[src/rtl/wg_pkg.sv]
package wg_pkg;
    localparam int ADDR_W = 2;
    localparam int MODE_W = 4;

    localparam logic [ADDR_W-1:0] A_LOW  = 2'd0;
    localparam logic [ADDR_W-1:0] A_HIGH = 2'd1;
    localparam logic [ADDR_W-1:0] A_CTRL = 2'd2;
    localparam logic [ADDR_W-1:0] A_STAT = 2'd3;

    // Packed so that mon_reg is bit0 of the control word.
    typedef struct packed {
        logic irq_en;
        logic all_chan;
        logic mon_inj;
        logic mon_reg;
    } wg_mode_t;
endpackage

[src/rtl/wg_regs.sv]
module wg_regs #(
    parameter int DATA_W = 12,
    parameter int CHAN_W = 4,
    parameter int REG_W  = 12
) (
    input  logic                      clk,
    input  logic                      rst_n,
    input  logic                      reg_wr,
    input  logic [wg_pkg::ADDR_W-1:0] reg_addr,
    input  logic [REG_W-1:0]          reg_wdata,
    input  logic                      flag_i,
    output logic [DATA_W-1:0]         lo_thr,
    output logic [DATA_W-1:0]         hi_thr,
    output wg_pkg::wg_mode_t          mode,
    output logic [CHAN_W-1:0]         chan_sel,
    output logic                      clr_req,
    output logic [REG_W-1:0]          reg_rdata
);
    import wg_pkg::*;

    typedef struct packed {
        logic [DATA_W-1:0] lo;
        logic [DATA_W-1:0] hi;
        wg_mode_t          mode;
        logic [CHAN_W-1:0] sel;
    } cfg_t;

    cfg_t cfg_d, cfg_q;

    always_comb begin
        cfg_d = cfg_q;
        if (reg_wr) begin
            case (reg_addr)
                A_LOW:  cfg_d.lo = reg_wdata[DATA_W-1:0];
                A_HIGH: cfg_d.hi = reg_wdata[DATA_W-1:0];
                A_CTRL: begin
                    cfg_d.mode = reg_wdata[MODE_W-1:0];
                    cfg_d.sel  = reg_wdata[MODE_W +: CHAN_W];
                end
                default: ;
            endcase
        end
    end

    always_ff @(posedge clk or negedge rst_n) begin
        if (!rst_n) begin
            cfg_q.lo   <= '0;
            cfg_q.hi   <= '1;
            cfg_q.mode <= '0;
            cfg_q.sel  <= '0;
        end else begin
            cfg_q <= cfg_d;
        end
    end

    always_comb begin
        reg_rdata = '0;
        case (reg_addr)
            A_LOW:  reg_rdata[DATA_W-1:0] = cfg_q.lo;
            A_HIGH: reg_rdata[DATA_W-1:0] = cfg_q.hi;
            A_CTRL: begin
                reg_rdata[MODE_W-1:0]       = cfg_q.mode;
                reg_rdata[MODE_W +: CHAN_W] = cfg_q.sel;
            end
            default: reg_rdata[0] = flag_i;
        endcase
    end

    assign clr_req  = reg_wr && (reg_addr == A_STAT) && reg_wdata[0];
    assign lo_thr   = cfg_q.lo;
    assign hi_thr   = cfg_q.hi;
    assign mode     = cfg_q.mode;
    assign chan_sel = cfg_q.sel;
endmodule

[src/rtl/wg_window.sv]
module wg_window #(
    parameter int DATA_W = 12,
    parameter int CHAN_W = 4
) (
    input  logic              valid,
    input  logic [DATA_W-1:0] data,
    input  logic [CHAN_W-1:0] chan,
    input  logic              inj,
    input  logic [DATA_W-1:0] lo_thr,
    input  logic [DATA_W-1:0] hi_thr,
    input  wg_pkg::wg_mode_t  mode,
    input  logic [CHAN_W-1:0] chan_sel,
    output logic              hit
);
    logic kind_ok, chan_ok, outside;

    always_comb begin
        kind_ok = inj ? mode.mon_inj : mode.mon_reg;
        chan_ok = mode.all_chan || (chan == chan_sel);
        // Bounds are inclusive; an inverted window makes every code outside.
        outside = (data < lo_thr) || (data > hi_thr);
        hit     = valid && kind_ok && chan_ok && outside;
    end
endmodule

[src/rtl/conv_window_guard.sv]
module conv_window_guard #(
    parameter  int DATA_W = 12,
    parameter  int CHAN_W = 4,
    localparam int REG_W  = (DATA_W > wg_pkg::MODE_W + CHAN_W) ? DATA_W
                                                              : wg_pkg::MODE_W + CHAN_W
) (
    input  logic                      clk,
    input  logic                      rst_n,
    input  logic                      res_valid,
    input  logic [DATA_W-1:0]         res_data,
    input  logic [CHAN_W-1:0]         res_chan,
    input  logic                      res_inj,
    input  logic                      reg_wr,
    input  logic [wg_pkg::ADDR_W-1:0] reg_addr,
    input  logic [REG_W-1:0]          reg_wdata,
    output logic [REG_W-1:0]          reg_rdata,
    output logic                      wd_flag,
    output logic                      wd_irq
);
    import wg_pkg::*;

    typedef struct packed {
        logic flag;
        logic irq;
    } evt_t;

    evt_t              evt_d, evt_q;
    logic [DATA_W-1:0] lo_thr, hi_thr;
    wg_mode_t          mode;
    logic [CHAN_W-1:0] chan_sel;
    logic              clr_req, hit;

    wg_regs #(.DATA_W(DATA_W), .CHAN_W(CHAN_W), .REG_W(REG_W)) u_regs (
        .clk      (clk),
        .rst_n    (rst_n),
        .reg_wr   (reg_wr),
        .reg_addr (reg_addr),
        .reg_wdata(reg_wdata),
        .flag_i   (evt_q.flag),
        .lo_thr   (lo_thr),
        .hi_thr   (hi_thr),
        .mode     (mode),
        .chan_sel (chan_sel),
        .clr_req  (clr_req),
        .reg_rdata(reg_rdata)
    );

    wg_window #(.DATA_W(DATA_W), .CHAN_W(CHAN_W)) u_window (
        .valid   (res_valid),
        .data    (res_data),
        .chan    (res_chan),
        .inj     (res_inj),
        .lo_thr  (lo_thr),
        .hi_thr  (hi_thr),
        .mode    (mode),
        .chan_sel(chan_sel),
        .hit     (hit)
    );

    always_comb begin
        evt_d = evt_q;
        // A new event wins over a clear in the same cycle.
        evt_d.flag = hit | (evt_q.flag & ~clr_req);
        evt_d.irq  = hit & mode.irq_en;
    end

    always_ff @(posedge clk or negedge rst_n) begin
        if (!rst_n) begin
            evt_q <= '0;
        end else begin
            evt_q <= evt_d;
        end
    end

    assign wd_flag = evt_q.flag;
    assign wd_irq  = evt_q.irq;
endmodule

[config.mk]
export PLATFORM = sky130hd
export DESIGN_NAME = conv_window_guard
export DESIGN_NICKNAME = d
export VERILOG_FILES = /design/src/rtl/wg_pkg.sv /design/src/rtl/wg_regs.sv /design/src/rtl/wg_window.sv /design/src/rtl/conv_window_guard.sv
export SDC_FILE = /design/constraint.sdc
export NUM_CORES = 1
export LEC_CHECK = 0
export BUFFER_PORTS_ARGS = -buffer_cell sky130_fd_sc_hd__buf_2
export CAP_MARGIN = 15
export CORE_UTILIZATION = 40
export CTS_CLUSTER_SIZE = 20
export DETAILED_ROUTE_END_ITERATION = 8
export PLACE_DENSITY = 0.62
export RECOVER_POWER = 100
export SETUP_SLACK_MARGIN = 0.1
export SYNTH_ARGS = -nofsm -noshare
export SYNTH_HDL_FRONTEND = slang
export SYNTH_SLANG_ARGS = --single-unit
export TNS_END_PERCENT = 30
[constraint.sdc]
create_clock -name clk -period 2 [get_ports clk]
set_input_delay 0.1 -clock clk [delete_from_list [all_inputs] [get_ports clk]]
set_output_delay 0.1 -clock clk [all_outputs]
set_load 0.05 [all_outputs]
==> impl_metrics.tcl, run 1 <==
set metrics [dict create \
    fmax_ghz 0.542 \
    yosysSeqAreaShare 0.384 \
    grt_pass1_vias 1659 \
    ys_top_cells_by_area "dfrtp_1, dfstp_2, ha_1" \
    cts_root_buf "clkbuf_8" \
    drive_above_1_share 0.302 \
    fin_ws_ps 156 \
    final_hold_viol_count 0 \
    r2r_end "wd_flag" \
    wl_met1_um 2360 \
    area_growth_pct 12.7 \
    synth_common_cells "ha_1, inv_1, dfrtp_1" \
    finalNetCount 319 \
    drt_wl_total_um 4900 \
    place.gp.congestion 0.848 \
    cts_made_buffers 5 \
    io_buffers 48 \
    reg2reg_setup_slack_ps 160 \
    diodes 0 \
    r2r_start "u_regs.hi_thr[1]" \
    criticalPathCategory "register to register" \
    overflow 0 \
    clk_path_buf_depth 2 \
    die_area_mm2 0.00593 \
    dpl.hpwl_um 3670 \
    clkLatencyLatePin_ps 280 \
    syn_avg_cell_area_um2 10.8 \
    synth_cells 209 \
    holdPathStages 3 \
    min_path_type "primary input to register" \
    highest_layer "met4" \
    antenna_found_initial 0 \
    async_reset_ff_frac 1.00 \
    start_util 0.427 \
    synth_top_cell_area_share 0.244 \
    min_period_ps 1840 \
    place_area_mm2 0.00254 \
    antenna_left 0 \
    vias_per_cell 5.03 \
    pin_count 49 \
    row_count 26 \
    syn_area_mm2 0.00225 \
    wl_per_cell_um 14.8 \
    crit_chain "inv_1 -> ha_1 -> nor2b_1 -> o211ai_1 -> a21oi_1 -> o311ai_1 -> nand3_1" \
    drv_slew 0 \
    h-tree-depth 2 \
    whs_endpoint "u_regs.lo_thr[10]" \
    fin_setup_tns_ps 0 \
    drc_errors 0 \
    synth.distinct_cells 33 \
    slowest_delay_ps 540 \
    core-area_mm2 0.00527 \
    cp_data_required_time_ps 2150 \
    worst-r2r-cell-count 7 \
    fillers 542 \
    cp_num_buf_inv 1 \
    num_vias 1669 \
    startpoint_type "register" \
    dp_slack_ps 184 \
    met3_length_um 186 \
    cpLargestDelayFamily "compound AO/OA/AOI/OAI gates" \
    crit_path_end_kind "register" \
    power.density_mw_per_mm2 879 \
    yosys_most_used_dff "dfrtp_1" \
    grt_usage 0.181 \
    p_leak_nw 1.21 \
    rsz0062_at_grt "false" \
    status "complete, no violations" \
    cp.arrival_ps 2000 \
    setup_violations 0 \
    cp_max_fo 3 \
    min-delay-start "reg_wdata[10]" \
    maxCapViolCount 0 \
    grt_pass1_wl_um 8220 \
    cp_slowest_cell "dfstp_2" \
    chipWidth_um 77.0 \
    max-vdd-ir-drop_mv 0.387 \
    synth_edf_count 0 \
    die_y_um 77.0 \
    clk_pin_slew_ps 70 \
    clkSinkCount 34 \
    fin_crit_sh 0.922 \
    synth_warnings 0 \
    tightest_slew_ps 869 \
    total_power_mw 2.23 \
    yosys_register_bits 34 \
    postCtsSetupBuffers 0 \
    synthesis.nets 267 \
    tritoncts "built" \
    yosysTopAreaCell "dfrtp_1" \
    final_area_mm2 0.00254 \
    grt_max_degree 35 \
    clock_skew_ps 3.30 \
    max-slew-margin-rel 0.421 \
    drtIter0Drc 61 \
    drt_first_pass_iters 4 \
    route.met2.wl_um 2290 \
]
layer usage:
metal,global-route usage,vias to the layer above
met5,0,-
met4,0.0679,0
met3,0.0298,5
met2,0.289,34
met1,0.245,799
li1,-,831
timing repair:
item / in CTS / in global routing
hold endpoints to repair: 22 / 0
hold buffers: 1 / 0
resized for setup: 0 / 1
setup endpoints to repair: 0 / 2
cells in the final DEF (no fill, tap or decap), types with 2 or more instances in the layout:
| cell type | netlist | final |
|---|---|---|
| nor2_1 | 7 | 7 |
| a21o_1 | 5 | 5 |
| clkbuf_8 | 0 | 5 |
| o211ai_1 | 3 | 3 |
| clkbuf_1 | 1 | 19 |
| dfrtp_1 | 22 | 22 |
| o21ai_0 | 8 | 15 |
| inv_1 | 23 | 23 |
| buf_2 | 0 | 33 |
| nand2b_1 | 2 | 2 |
| dfstp_2 | 12 | 12 |
| xnor2_1 | 4 | 4 |
| o21ai_2 | 10 | 3 |
| nor2b_1 | 4 | 4 |
| nand3b_1 | 0 | 2 |
| nand2_1 | 21 | 21 |
| mux2_2 | 20 | 20 |
| ha_1 | 23 | 23 |
| nand4_1 | 6 | 6 |
| mux2i_1 | 11 | 11 |
| a21oi_1 | 7 | 6 |
through the flow:
stage	cells	hold slack, ps	utilization
2_1_floorplan	209	-196	-
3_3_place_gp	323	214	0.482
6_report	332	37.0	0.481
5_1_grt	332	46.5	0.481
4_1_cts	332	28.2	0.500
3_5_place_dp	323	213	0.482
area by class of cell:
| class | instances | area (um^2) | area share |
|---|---|---|---|
| timing repair buffer | 52 | 248 | 0.0976 |
| multi-input combinational | 145 | 1170 | 0.461 |
| inverter | 23 | 86.3 | 0.0340 |
| tap | 70 | 87.6 | 0.0345 |
| clock buffer | 8 | 80.1 | 0.0316 |
| sequential | 34 | 866 | 0.341 |
registers in the layout (all words and copies together), names as in the netlist:
register / count
u_regs.chan_sel: 4
u_regs.hi_thr: 12
u_regs.lo_thr: 12
u_regs.mode: 4
wd_flag: 1
wd_irq: 1
tightest hold or removal path: cells and delay by family:
family                 cells  cell delay, ps
AOI/OAI and AO/OA          1              50
buffers and inverters      1              90
and+or+nand+nor            1              40
cells by family (layout without fill, tap and decap cells):
group	after synthesis	in the layout	synth area share
flip-flops	34	34	0.384
adder cells (fa/ha/maj)	23	23	0.128
buffers and inverters	30	83	0.0650
AO/OA/AOI/OAI	40	40	0.131
AND/OR/NAND/NOR	45	45	0.111
XOR/XNOR	4	4	0.0156
multiplexers	33	33	0.166
report_power, final:
part	internal, mW	switching, mW
Sequential	0.853	0.0942
Clock	0.247	0.234
Combinational	0.310	0.490
how the worst max path moves through the flow:
stage | from | end | slack (ps) | depth (start not counted)
2_1_floorplan | u_regs.hi_thr[2] | reg_rdata[2] | 240 | 2
3_3_place_gp | u_regs.hi_thr[1] | wd_flag | 230 | 7
3_5_place_dp | u_regs.hi_thr[1] | wd_flag | 180 | 7
4_1_cts | u_regs.hi_thr[1] | wd_flag | 170 | 7
6_report | u_regs.hi_thr[1] | wd_flag | 160 | 7
5_1_grt | u_regs.hi_thr[5] | wd_flag | 60 | 7
(Power assumes the default switching activity.)
==> run 2: changes to the inputs <==
--- a/config.mk
+++ b/config.mk
@@ -10,7 +10,6 @@
 export CORE_UTILIZATION = 40
 export CTS_CLUSTER_SIZE = 20
 export DETAILED_ROUTE_END_ITERATION = 8
-export PLACE_DENSITY = 0.62
 export RECOVER_POWER = 100
 export SETUP_SLACK_MARGIN = 0.1
 export SYNTH_ARGS = -nofsm -noshare
==> constraint.sdc (replaced) <==
create_clock -name clk -period 2.3 [get_ports clk]
set_input_delay 0.115 -clock clk [delete_from_list [all_inputs] [get_ports clk]]
set_output_delay 0.115 -clock clk [all_outputs]
set_load 0.05 [all_outputs]
==> impl_metrics.tcl, run 2 (synthesis results as in run 1) <==
set metrics [dict create \
    status "complete, no violations" \
    cp_max_fo 3 \
    wl_per_cell_um 14.3 \
    grt_pass1_vias 1589 \
    chipWidth_um 77.0 \
    h-tree-depth 2 \
    p_leak_nw 1.22 \
    setup_violations 0 \
    maxCapViolCount 0 \
    layout_commonest_cell "buf_2" \
    cts_made_buffers 5 \
    fin_ws_ps 461 \
    drive_above_1_share 0.314 \
    overflow 0 \
    drt_wl_total_um 4740 \
    antenna_left 0 \
    row_count 26 \
    dp.cells 322 \
    grt_usage 0.173 \
    clkSinkCount 34 \
    num_vias 1662 \
    fin_util 0.485 \
    dp_slack_ps 474 \
    tightest_slew_ps 1300 \
    place.gp.congestion 0.821 \
    fin_crit_sh 0.800 \
    rsz0062_at_grt "false" \
    max-vdd-ir-drop_mv 0.243 \
    diodes 0 \
    postCtsSetupBuffers 0 \
    pin_count 49 \
    clk_path_buf_depth 2 \
    grt_max_degree 35 \
    cp_data_required_time_ps 2460 \
    io_buffers 48 \
    clkLatencyLatePin_ps 290 \
    antenna_found_initial 0 \
    start_util 0.427 \
    tritoncts "built" \
    holdWs_ps 46.0 \
    criticalPathCategory "register to register" \
    fmax_ghz 0.544 \
    startpoint_type "register" \
    min_path_type "primary input to register" \
    drtIter0Drc 56 \
    fin_cells 331 \
    die_y_um 77.0 \
    drv_slew 0 \
    drc_errors 0 \
    core-area_mm2 0.00527 \
    layout_common_cells "buf_2, inv_1, ha_1" \
    cp.arrival_ps 2000 \
    final_hold_viol_count 0 \
    crit_path_end_kind "register" \
    drt_first_pass_iters 4 \
    die_area_mm2 0.00593 \
    cts_root_buf "clkbuf_8" \
    power.density_mw_per_mm2 769 \
    grt_pass1_wl_um 7830 \
    finalNetCount 318 \
    vias_per_cell 5.02 \
    clk_pin_slew_ps 70 \
    fin_setup_tns_ps 0 \
    min_period_ps 1840 \
    dpl.hpwl_um 3650 \
    area_growth_pct 13.5 \
    clock_skew_ps 7.20 \
    max-slew-margin-rel 0.131 \
]
[run 2: changes by cell type in the layout (fill, tap and decap cells not counted), sizes merged]
cell / delta
clkbuf: -3
buf: +1
clkinv: +1
[run 2: final timing paths]
check	slack [ps]	depth (start not counted)	startpoint	end
max	460	7	u_regs.hi_thr[1]	wd_flag
max reg2reg	460	7	u_regs.hi_thr[1]	wd_flag
min reg2reg	530	1	u_regs.mode[1]	u_regs.mode[1]
min	50	3	reg_wdata[10]	u_regs.lo_thr[10]
max in group asynchronous	1280	2	rst_n	u_regs.mode[3]
min in group asynchronous	460	2	rst_n	u_regs.lo_thr[10]
[run 2: power by group]
| group | switching (mW) | leakage [nW] | internal (mW) |
|---|---|---|---|
| registers | 0.0821 | 0.392 | 0.741 |
| clock network | 0.210 | 0.0482 | 0.241 |
| logic | 0.423 | 0.778 | 0.270 |
[run 2: critical path, cell delays in order (launching register included)]
cell and delay [ps]:
dfstp_1 550, inv_1 50, ha_1 280, nor2b_1 130, o211ai_1 180, a21oi_1 110
o311ai_2 310, nand3_1 110
[run 2: metal layers]
| layer | wire (um) | track usage |
|---|---|---|
| met5 | 0 | 0 |
| met4 | 72 | 0.0623 |
| met3 | 232 | 0.0345 |
| met2 | 2080 | 0.263 |
| met1 | 2350 | 0.241 |
[run 2: what timing repair did]
action	CTS	global route
endpoints found under the hold margin	22	0
hold buffers	1	0
resized for setup	0	0
[run 2: final cells by class]
| type | instances | area (um^2) |
|---|---|---|
| Timing Repair Buffer | 51 | 248 |
| Fill cell | 577 | 2710 |
| Multi-Input combinational cell | 145 | 1180 |
| Sequential cell | 34 | 866 |
| Tap cell | 70 | 87.6 |
| Clock buffer | 7 | 86.3 |
| Clock inverter | 1 | 5.00 |
| Inverter | 23 | 86.3 |
[run 2: metrics by stage]
stage / area, um^2 / power, mW
3_5_place_dp: 2530 / 1.56
6_report: 2560 / 1.97
3_3_place_gp: 2530 / 1.55
2_1_floorplan: 2250 / 1.37
4_1_cts: 2640 / 2.03
5_1_grt: 2560 / 2.10
